File: src/rtl/mc_perf_pkg.sv
package mc_perf_pkg;
    // control register field positions
    localparam int CTL_EN_BIT  = 0;
    localparam int CTL_CLR_BIT = 1;
    localparam int CTL_SEL_LSB = 4;
endpackage

File: src/rtl/mc_perf_cyc_cnt.sv
module mc_perf_cyc_cnt #(
    parameter int CNT_W = 32
) (
    input  logic             clk,
    input  logic             rst_n,
    input  logic             ctl_we,
    input  logic             wr_en,
    input  logic             wr_clr,
    output logic [CNT_W-1:0] cnt,
    output logic             ovf,
    output logic             en,
    output logic             run,
    output logic             lock
);
    localparam logic [CNT_W-1:0] CNT_MAX = '1;

    typedef struct packed {
        logic [CNT_W-1:0] cnt;
        logic             ovf;
        logic             en;
        logic             lock;
    } cyc_st_t;

    cyc_st_t s_d, s_q;
    logic    clr_hit;

    always_comb begin
        s_d     = s_q;
        clr_hit = ctl_we && wr_clr;
        if (ctl_we) begin
            s_d.en = wr_en;
        end
        if (clr_hit) begin
            s_d.cnt  = '0;
            s_d.ovf  = 1'b0;
            s_d.lock = 1'b0;
        end else if (s_q.en && !s_q.lock) begin
            if (s_q.cnt == CNT_MAX) begin
                s_d.cnt  = '0;
                s_d.ovf  = 1'b1;
                s_d.lock = 1'b1;
            end else begin
                s_d.cnt = s_q.cnt + 1'b1;
            end
        end
    end

    always_ff @(posedge clk) begin
        if (!rst_n) begin
            s_q <= '0;
        end else begin
            s_q <= s_d;
        end
    end

    assign cnt  = s_q.cnt;
    assign ovf  = s_q.ovf;
    assign en   = s_q.en;
    assign lock = s_q.lock;
    assign run  = s_q.en && !s_q.lock;


    lock_frz_chk: assert property (@(posedge clk) disable iff (!rst_n)
        (s_q.lock && !(ctl_we && wr_clr)) |=> ($stable(s_q.cnt) && s_q.lock));


    lock_rel_chk: assert property (@(posedge clk) disable iff (!rst_n)
        (ctl_we && wr_clr) |=> (!s_q.lock && s_q.cnt == '0));


    cyc_step_chk: assert property (@(posedge clk) disable iff (!rst_n)
        (s_q.en && !s_q.lock && !(ctl_we && wr_clr) && s_q.cnt != CNT_MAX)
        |=> (s_q.cnt == $past(s_q.cnt) + 1'b1));
endmodule

File: src/rtl/mc_perf_evt_cnt.sv
module mc_perf_evt_cnt #(
    parameter int CNT_W       = 32,
    parameter int EVT_N       = 8,
    parameter int SEL_W       = 3,
    parameter bit STOP_ON_OVF = 1'b0
) (
    input  logic             clk,
    input  logic             rst_n,
    input  logic             ctl_we,
    input  logic             wr_en,
    input  logic             wr_clr,
    input  logic [SEL_W-1:0] wr_sel,
    input  logic [EVT_N-1:0] evt_in,
    input  logic             run,
    output logic [CNT_W-1:0] cnt,
    output logic             ovf,
    output logic             en,
    output logic [SEL_W-1:0] sel
);
    localparam logic [CNT_W-1:0] CNT_MAX = '1;

    typedef struct packed {
        logic [CNT_W-1:0] cnt;
        logic             ovf;
        logic             en;
        logic [SEL_W-1:0] sel;
    } evt_st_t;

    evt_st_t          s_d, s_q;
    logic             evt_hit;
    logic             halted;
    logic [CNT_W-1:0] wrap_val;

    generate
        if (STOP_ON_OVF) begin : g_hold
            assign halted   = s_q.ovf;
            assign wrap_val = CNT_MAX;
        end else begin : g_wrap
            assign halted   = 1'b0;
            assign wrap_val = '0;
        end
    endgenerate

    always_comb begin
        s_d     = s_q;
        evt_hit = run && s_q.en && evt_in[s_q.sel] && !halted;
        if (ctl_we) begin
            s_d.en  = wr_en;
            s_d.sel = wr_sel;
        end
        if (ctl_we && wr_clr) begin
            s_d.cnt = '0;
            s_d.ovf = 1'b0;
        end else if (evt_hit) begin
            if (s_q.cnt == CNT_MAX) begin
                s_d.cnt = wrap_val;
                s_d.ovf = 1'b1;
            end else begin
                s_d.cnt = s_q.cnt + 1'b1;
            end
        end
    end

    always_ff @(posedge clk) begin
        if (!rst_n) begin
            s_q <= '0;
        end else begin
            s_q <= s_d;
        end
    end

    assign cnt = s_q.cnt;
    assign ovf = s_q.ovf;
    assign en  = s_q.en;
    assign sel = s_q.sel;


    clr_zero_chk: assert property (@(posedge clk) disable iff (!rst_n)
        (ctl_we && wr_clr) |=> (s_q.cnt == '0 && !s_q.ovf));


    frozen_chk: assert property (@(posedge clk) disable iff (!rst_n)
        (!run && !(ctl_we && wr_clr)) |=> $stable(s_q.cnt));

    generate
        if (STOP_ON_OVF) begin : g_hold_chk

            stop_hold_chk: assert property (@(posedge clk) disable iff (!rst_n)
                (s_q.ovf && !(ctl_we && wr_clr)) |=> $stable(s_q.cnt));
        end else begin : g_wrap_chk

            wrap_zero_chk: assert property (@(posedge clk) disable iff (!rst_n)
                (run && s_q.en && evt_in[s_q.sel] && s_q.cnt == CNT_MAX
                 && !(ctl_we && wr_clr)) |=> (s_q.cnt == '0 && s_q.ovf));
        end
    endgenerate
endmodule

File: src/rtl/mc_perf_unit.sv
module mc_perf_unit #(
    parameter int CNT_W       = 32,
    parameter int NUM_EVT     = 3,
    parameter int EVT_N       = 8,
    parameter int DATA_W      = 32,
    parameter int REG_AW      = 6,
    parameter bit STOP_ON_OVF = 1'b0
) (
    input  logic              clk,
    input  logic              rst_n,
    input  logic              reg_we,
    input  logic [REG_AW-1:0] reg_addr,
    input  logic [DATA_W-1:0] reg_wdata,
    output logic [DATA_W-1:0] reg_rdata,
    input  logic [EVT_N-1:0]  evt_in,
    output logic              irq
);
    import mc_perf_pkg::*;

    localparam int NUM_CNT = NUM_EVT + 1;
    localparam int SEL_W   = (EVT_N > 1) ? $clog2(EVT_N) : 1;
    localparam int IDX_W   = REG_AW - 2;
    localparam logic [CNT_W-1:0] CNT_MAX = '1;

    logic [IDX_W-1:0]   widx;
    logic [NUM_CNT-1:0] ctl_we;
    logic [CNT_W-1:0]   cnt_v [NUM_CNT];
    logic [SEL_W-1:0]   sel_v [NUM_CNT];
    logic [NUM_CNT-1:0] en_v;
    logic [NUM_CNT-1:0] ovf_v;
    logic               cyc_run;
    logic               cyc_lock;
    logic               wr_en_f;
    logic               wr_clr_f;
    logic [SEL_W-1:0]   wr_sel_f;
    logic               unused_wbits;

    assign widx         = reg_addr[REG_AW-1:2];
    assign wr_en_f      = reg_wdata[CTL_EN_BIT];
    assign wr_clr_f     = reg_wdata[CTL_CLR_BIT];
    assign wr_sel_f     = reg_wdata[CTL_SEL_LSB +: SEL_W];
    assign unused_wbits = ^{reg_wdata, reg_addr[1:0]};

    always_comb begin
        for (int i = 0; i < NUM_CNT; i++) begin
            ctl_we[i] = reg_we && (widx == IDX_W'(i));
        end
    end

    mc_perf_cyc_cnt #(.CNT_W(CNT_W)) u_cyc (
        .clk    (clk),
        .rst_n  (rst_n),
        .ctl_we (ctl_we[0]),
        .wr_en  (wr_en_f),
        .wr_clr (wr_clr_f),
        .cnt    (cnt_v[0]),
        .ovf    (ovf_v[0]),
        .en     (en_v[0]),
        .run    (cyc_run),
        .lock   (cyc_lock)
    );
    assign sel_v[0] = '0;

    for (genvar g = 1; g < NUM_CNT; g++) begin : g_evt
        mc_perf_evt_cnt #(
            .CNT_W       (CNT_W),
            .EVT_N       (EVT_N),
            .SEL_W       (SEL_W),
            .STOP_ON_OVF (STOP_ON_OVF)
        ) u_evt (
            .clk    (clk),
            .rst_n  (rst_n),
            .ctl_we (ctl_we[g]),
            .wr_en  (wr_en_f),
            .wr_clr (wr_clr_f),
            .wr_sel (wr_sel_f),
            .evt_in (evt_in),
            .run    (cyc_run),
            .cnt    (cnt_v[g]),
            .ovf    (ovf_v[g]),
            .en     (en_v[g]),
            .sel    (sel_v[g])
        );
    end

    always_comb begin
        reg_rdata = '0;
        for (int i = 0; i < NUM_CNT; i++) begin
            if (widx == IDX_W'(i)) begin
                reg_rdata[CTL_EN_BIT]             = en_v[i];
                reg_rdata[CTL_SEL_LSB +: SEL_W]   = sel_v[i];
            end
            if (widx == IDX_W'(NUM_CNT + i)) begin
                reg_rdata[CNT_W-1:0] = cnt_v[i];
            end
        end
        if (widx == IDX_W'(2 * NUM_CNT)) begin
            reg_rdata[NUM_CNT-1:0] = ovf_v;
        end
    end

    assign irq = cyc_lock;


    irq_rise_chk: assert property (@(posedge clk) disable iff (!rst_n)
        $rose(irq) |-> ($past(cnt_v[0]) == CNT_MAX));


    irq_quiet_chk: assert property (@(posedge clk) disable iff (!rst_n)
        (!irq && !(cyc_run && cnt_v[0] == CNT_MAX)) |=> !irq);


    irq_level_chk: assert property (@(posedge clk) disable iff (!rst_n)
        (irq && !(ctl_we[0] && wr_clr_f)) |=> irq);
endmodule

File: config.mk
export PLATFORM = sky130hd
export DESIGN_NAME = mc_perf_unit
export DESIGN_NICKNAME = d
export VERILOG_FILES = /design/src/rtl/mc_perf_pkg.sv /design/src/rtl/mc_perf_cyc_cnt.sv /design/src/rtl/mc_perf_evt_cnt.sv /design/src/rtl/mc_perf_unit.sv
export SDC_FILE = /design/constraint.sdc
export NUM_CORES = 1
export LEC_CHECK = 0
export CORE_MARGIN = 2
export CORE_UTILIZATION = 56
export DETAILED_ROUTE_END_ITERATION = 16
export HOLD_SLACK_MARGIN = 0.02
export PLACE_DENSITY = 0.79
export SYNTH_ARGS = -nofsm -noshare
export SYNTH_HDL_FRONTEND = slang
export SYNTH_HIERARCHICAL = 1
export SYNTH_SLANG_ARGS = --single-unit
File: constraint.sdc
create_clock -name clk -period 4.8 [get_ports clk]
set_input_delay 1.44 -clock clk [delete_from_list [all_inputs] [get_ports clk]]
set_output_delay 1.44 -clock clk [all_outputs]
set_load 0.02 [all_outputs]
==> metrics.txt <==
# TYPE chip_impl_metric gauge
chip_impl_metric{name="post_synth_mux_area_share",unit="%"} 10.8
chip_impl_metric{name="syn2layout_area_growth",unit="%"} 15.0
chip_impl_info{name="kind_of_cell_adding_the_most_delay_to_the_critical_path",value="buffers and inverters"} 1
chip_impl_metric{name="pre_cts_ws",unit="ns"} -0.0461
chip_impl_metric{name="final_hold_viol_count",unit=""} 0
chip_impl_metric{name="vdd.ir_drop.worst",unit="mV"} 0.257
chip_impl_metric{name="clkTransAtPathRegs",unit="ns"} 0.06
chip_impl_metric{name="drtPass1Iterations",unit=""} 6
chip_impl_info{name="crit_start",value="reg_addr[4]"} 1
chip_impl_metric{name="cts.path.max_buffers",unit=""} 2
chip_impl_metric{name="adder_cell_share_of_the_synthesized_area",unit="%"} 0.550
chip_impl_metric{name="synth.net_count",unit=""} 1103
chip_impl_metric{name="drtAntennaViolNets",unit=""} 0
chip_impl_metric{name="pin_count_of_the_biggest_net_entering_global_routing",unit=""} 29
chip_impl_metric{name="layout_setup_ws",unit="ns"} 0.122
chip_impl_info{name="clockRootBuffer",value="sky130_fd_sc_hd__clkbuf_16"} 1
chip_impl_metric{name="synth_simple_gate_area_share",unit="%"} 31.2
chip_impl_metric{name="power-per-cell-area",unit="nW/um2"} 270
chip_impl_metric{name="netlist.area_leader.share",unit="%"} 31.9
chip_impl_metric{name="worst-path-max-fanout",unit=""} 16
chip_impl_info{name="critPathCaptureType",value="output pin"} 1
chip_impl_metric{name="synthesis.yosys.warnings",unit=""} 6
chip_impl_metric{name="fin_crit_sh",unit="%"} 97.5
chip_impl_info{name="timing.hold.worst.class",value="flop to flop"} 1
chip_impl_metric{name="fin_cells",unit=""} 1319
chip_impl_metric{name="worstPathBufferInverterCount",unit=""} 4
chip_impl_metric{name="layout-drive-gt1-share",unit="%"} 11.7
chip_impl_info{name="worstSetupStartpointType",value="input pin"} 1
chip_impl_metric{name="initialDrtViolationCount",unit=""} 1242
chip_impl_metric{name="num_vias",unit=""} 8861
chip_impl_metric{name="initial_utilization",unit="%"} 57.3
chip_impl_metric{name="drc_errors",unit=""} 0
chip_impl_info{name="cp_cell_instances",value="clkdlybuf4s50_1 -> buf_4 -> nand2b_1 -> buf_4 -> nor2b_1 -> clkdlybuf4s50_1"} 1
chip_impl_metric{name="place_hpwl",unit="um"} 19500
chip_impl_metric{name="fin_hold_ws",unit="ns"} 0.493
chip_impl_metric{name="clock.fmax",unit="MHz"} 214
chip_impl_metric{name="grt_pass1_vias",unit=""} 7858
chip_impl_info{name="rsz0062_at_grt",value="no"} 1
chip_impl_metric{name="routedWlPerCell",unit="um"} 19.9
chip_impl_metric{name="cp.arrival",unit="ns"} 3.24
chip_impl_metric{name="synth_compound_area_share",unit="%"} 17.8
chip_impl_metric{name="vias_per_cell",unit=""} 6.72
chip_impl_info{name="r2r_start",value="g_evt[1].u_evt/cnt[0]"} 1
chip_impl_metric{name="antenna_cells_inserted",unit=""} 0
chip_impl_metric{name="gp_congestion",unit=""} 0.986
chip_impl_metric{name="tightestPinTransition",unit="ns"} 1.14
chip_impl_metric{name="postSynth.asyncResetShare",unit="%"} 0
chip_impl_info{name="main_combinational_cell_family_by_area_after_synthesis",value="simple AND/OR/NAND/NOR gates"} 1
chip_impl_metric{name="total_power",unit="mW"} 2.83
chip_impl_info{name="cell_at_the_slowest_stage_of_the_critical_path",value="sky130_fd_sc_hd__clkdlybuf4s50_1"} 1
chip_impl_metric{name="numCtsBuffers",unit=""} 17
chip_impl_metric{name="power.leakage",unit="nW"} 3.47
chip_impl_metric{name="clock_latency",unit="ns"} 0.43
chip_impl_metric{name="timing.max_slew.rel_slack",unit="%"} 23.0
chip_impl_metric{name="synth_sequential_area_ratio",unit="%"} 31.9
chip_impl_metric{name="clock_tree.htree_level_count",unit=""} 4
chip_impl_metric{name="synth.avg_cell_area",unit="um2"} 8.67
chip_impl_metric{name="final_max_slew_viol_count",unit=""} 0
chip_impl_metric{name="fp.dieArea",unit="um2"} 17300
chip_impl_metric{name="number_of_storage_elements_in_the_synthesis_netlist",unit=""} 145
chip_impl_metric{name="site_row_count",unit=""} 46
chip_impl_metric{name="post-place-cells",unit=""} 1287
chip_impl_info{name="worstSetupPathType",value="input pin to output pin"} 1
chip_impl_metric{name="maxCapViolCount",unit=""} 0
chip_impl_info{name="synth-main-ff-cell",value="sky130_fd_sc_hd__dfxtp_1"} 1
chip_impl_metric{name="dpl_cell_area",unit="um2"} 9870
chip_impl_info{name="synth_largest_area_cell",value="sky130_fd_sc_hd__dfxtp_1"} 1
chip_impl_metric{name="netlist_instances",unit=""} 1050
chip_impl_metric{name="final_period_minus_worst_setup_slack",unit="ns"} 4.68
chip_impl_metric{name="coreArea",unit="um2"} 15900
chip_impl_info{name="worst_hold_startpoint",value="g_evt[3].u_evt/cnt[20]"} 1
chip_impl_info{name="status",value="finished, final reports clean"} 1
chip_impl_metric{name="number_of_antenna_violations_at_the_first_check_in_global_routing",unit=""} 0
chip_impl_metric{name="worst_clock_skew",unit="ns"} 0.00964
chip_impl_metric{name="edff_count_synth",unit=""} 0
chip_impl_metric{name="stdcell_area",unit="um2"} 10500
chip_impl_metric{name="post-cts-setup-buffer-count",unit=""} 0
chip_impl_metric{name="place.port_buffers",unit=""} 52
chip_impl_metric{name="synth_xor_area_share",unit="%"} 2.60
chip_impl_metric{name="fp.dieW",unit="um"} 132
chip_impl_info{name="tritoncts",value="yes"} 1
chip_impl_info{name="ys_top_cells_by_area",value="sky130_fd_sc_hd__dfxtp_1, sky130_fd_sc_hd__mux4_2, sky130_fd_sc_hd__nand2_1, sky130_fd_sc_hd__mux2i_1, sky130_fd_sc_hd__nand3_1"} 1
chip_impl_metric{name="first_pass_grt_wire_length",unit="um"} 41700
chip_impl_metric{name="wirelength",unit="um"} 26300
chip_impl_metric{name="grt_overflow",unit=""} 0
chip_impl_metric{name="cp_slowest_stage_delay",unit="ns"} 0.63
chip_impl_metric{name="floorplan.io_pins",unit=""} 82
chip_impl_metric{name="timing.setup.tns",unit="ns"} 0
chip_impl_metric{name="fin_util",unit="%"} 66.0
chip_impl_metric{name="track_usage",unit="%"} 29.9
chip_impl_metric{name="cell_area_after_synthesis",unit="um2"} 9110
chip_impl_metric{name="setup_viol_count_final",unit=""} 0
chip_impl_metric{name="numClockSinks",unit=""} 145
chip_impl_metric{name="total_nets_final",unit=""} 1143
chip_impl_metric{name="chipHeight",unit="um"} 132
chip_impl_metric{name="cp.required",unit="ns"} 3.36
chip_impl_metric{name="yosysUniqueCellTypes",unit=""} 72
[flip-flops by register name (all words and copies together) (netlist names)]
| name | flops |
|---|---|
| u_cyc/en | 1 |
| u_cyc/cnt | 32 |
| g_evt.u_evt/cnt | 96 |
| g_evt.u_evt/en | 3 |
| g_evt.u_evt/ovf | 3 |
| u_cyc/lock | 1 |
| g_evt.u_evt/sel | 9 |
[cell families (layout without fill, tap and decap cells)]
kind of cell,after synthesis,count (layout)
fa+ha+maj,4,4
buf+inv,95,148
mux,63,63
compound gates,223,223
flops,145,145
xor+xnor,27,27
simple gates,493,493
[synthesized netlist by cell type, types with 19 or more instances]
library cell               count
sky130_fd_sc_hd__nor4_1       25
sky130_fd_sc_hd__clkbuf_1     27
sky130_fd_sc_hd__or4_1        24
sky130_fd_sc_hd__nand4_1      30
sky130_fd_sc_hd__o21ai_0      19
sky130_fd_sc_hd__nand2_1      88
sky130_fd_sc_hd__or3_1        23
sky130_fd_sc_hd__nor2b_1      44
sky130_fd_sc_hd__nor2_1       56
sky130_fd_sc_hd__inv_1        30
sky130_fd_sc_hd__o311ai_0     19
sky130_fd_sc_hd__o31ai_1      31
sky130_fd_sc_hd__dfxtp_1     145
sky130_fd_sc_hd__nand3_1      58
sky130_fd_sc_hd__xor2_1       22
sky130_fd_sc_hd__a21oi_1      36
sky130_fd_sc_hd__and3_1       27
sky130_fd_sc_hd__mux4_2       28
sky130_fd_sc_hd__mux2i_1      30
sky130_fd_sc_hd__nor3_1       36
sky130_fd_sc_hd__buf_2        23
[routing by layer]
| metal | share of wire, % | wire (um) | track usage, % | vias up |
|---|---|---|---|---|
| met5 | 0 | 0 | 0 | - |
| met4 | 2.3 | 617 | 9.72 | 0 |
| met3 | 9.6 | 2520 | 7.14 | 62 |
| met2 | 46 | 12000 | 47.1 | 474 |
| met1 | 42 | 11100 | 40.6 | 4198 |
| li1 | - | - | - | 4127 |
[power by group]
part / switching, mW / total (mW) / internal, mW / leakage (nW)
combinational: 0.102 / 0.188 / 0.0862 / 2.02
sequential: 0.0279 / 1.25 / 1.22 / 1.17
clock: 0.542 / 1.39 / 0.849 / 0.286
[cells in the final DEF, fill, tap and decap left out, types with 25 or more instances in the layout]
cell                              instances
sky130_fd_sc_hd__clkdlybuf4s50_1         43
sky130_fd_sc_hd__inv_1                   30
sky130_fd_sc_hd__nor2_1                  55
sky130_fd_sc_hd__nor4_1                  25
sky130_fd_sc_hd__dfxtp_1                145
sky130_fd_sc_hd__a21oi_1                 36
sky130_fd_sc_hd__nand3_1                 58
sky130_fd_sc_hd__nor3_1                  36
sky130_fd_sc_hd__buf_4                   29
sky130_fd_sc_hd__o31ai_1                 31
sky130_fd_sc_hd__mux2i_1                 30
sky130_fd_sc_hd__nand4_1                 30
sky130_fd_sc_hd__and3_1                  27
sky130_fd_sc_hd__nand2_1                 88
sky130_fd_sc_hd__mux4_2                  28
sky130_fd_sc_hd__nor2b_1                 44
[worst paths after layout]
kind,end,slack (ns),cells after the start
setup / recovery,reg_rdata[30],0.12,6
hold / removal,g_evt[3].u_evt/cnt[20],0.49,1
setup reg to reg,g_evt[1].u_evt/cnt[31],1.70,7
hold reg to reg,g_evt[3].u_evt/cnt[20],0.49,1
[area by class of cell]
class / count / area, um2
Multi-Input combinational cell: 810 / 5750
Sequential cell: 145 / 2900
Inverter: 30 / 113
Clock inverter: 11 / 155
Clock buffer: 21 / 460
Timing Repair Buffer: 86 / 823
Fill cell: 1346 / 5410
Tap cell: 216 / 270
[repair_timing]
item                                    4_1_cts  5_1_grt
resized for setup                             9        0
hold buffers                                  0        0
endpoints found under the setup margin       11        0
Power figures use the tool's default switching activity.
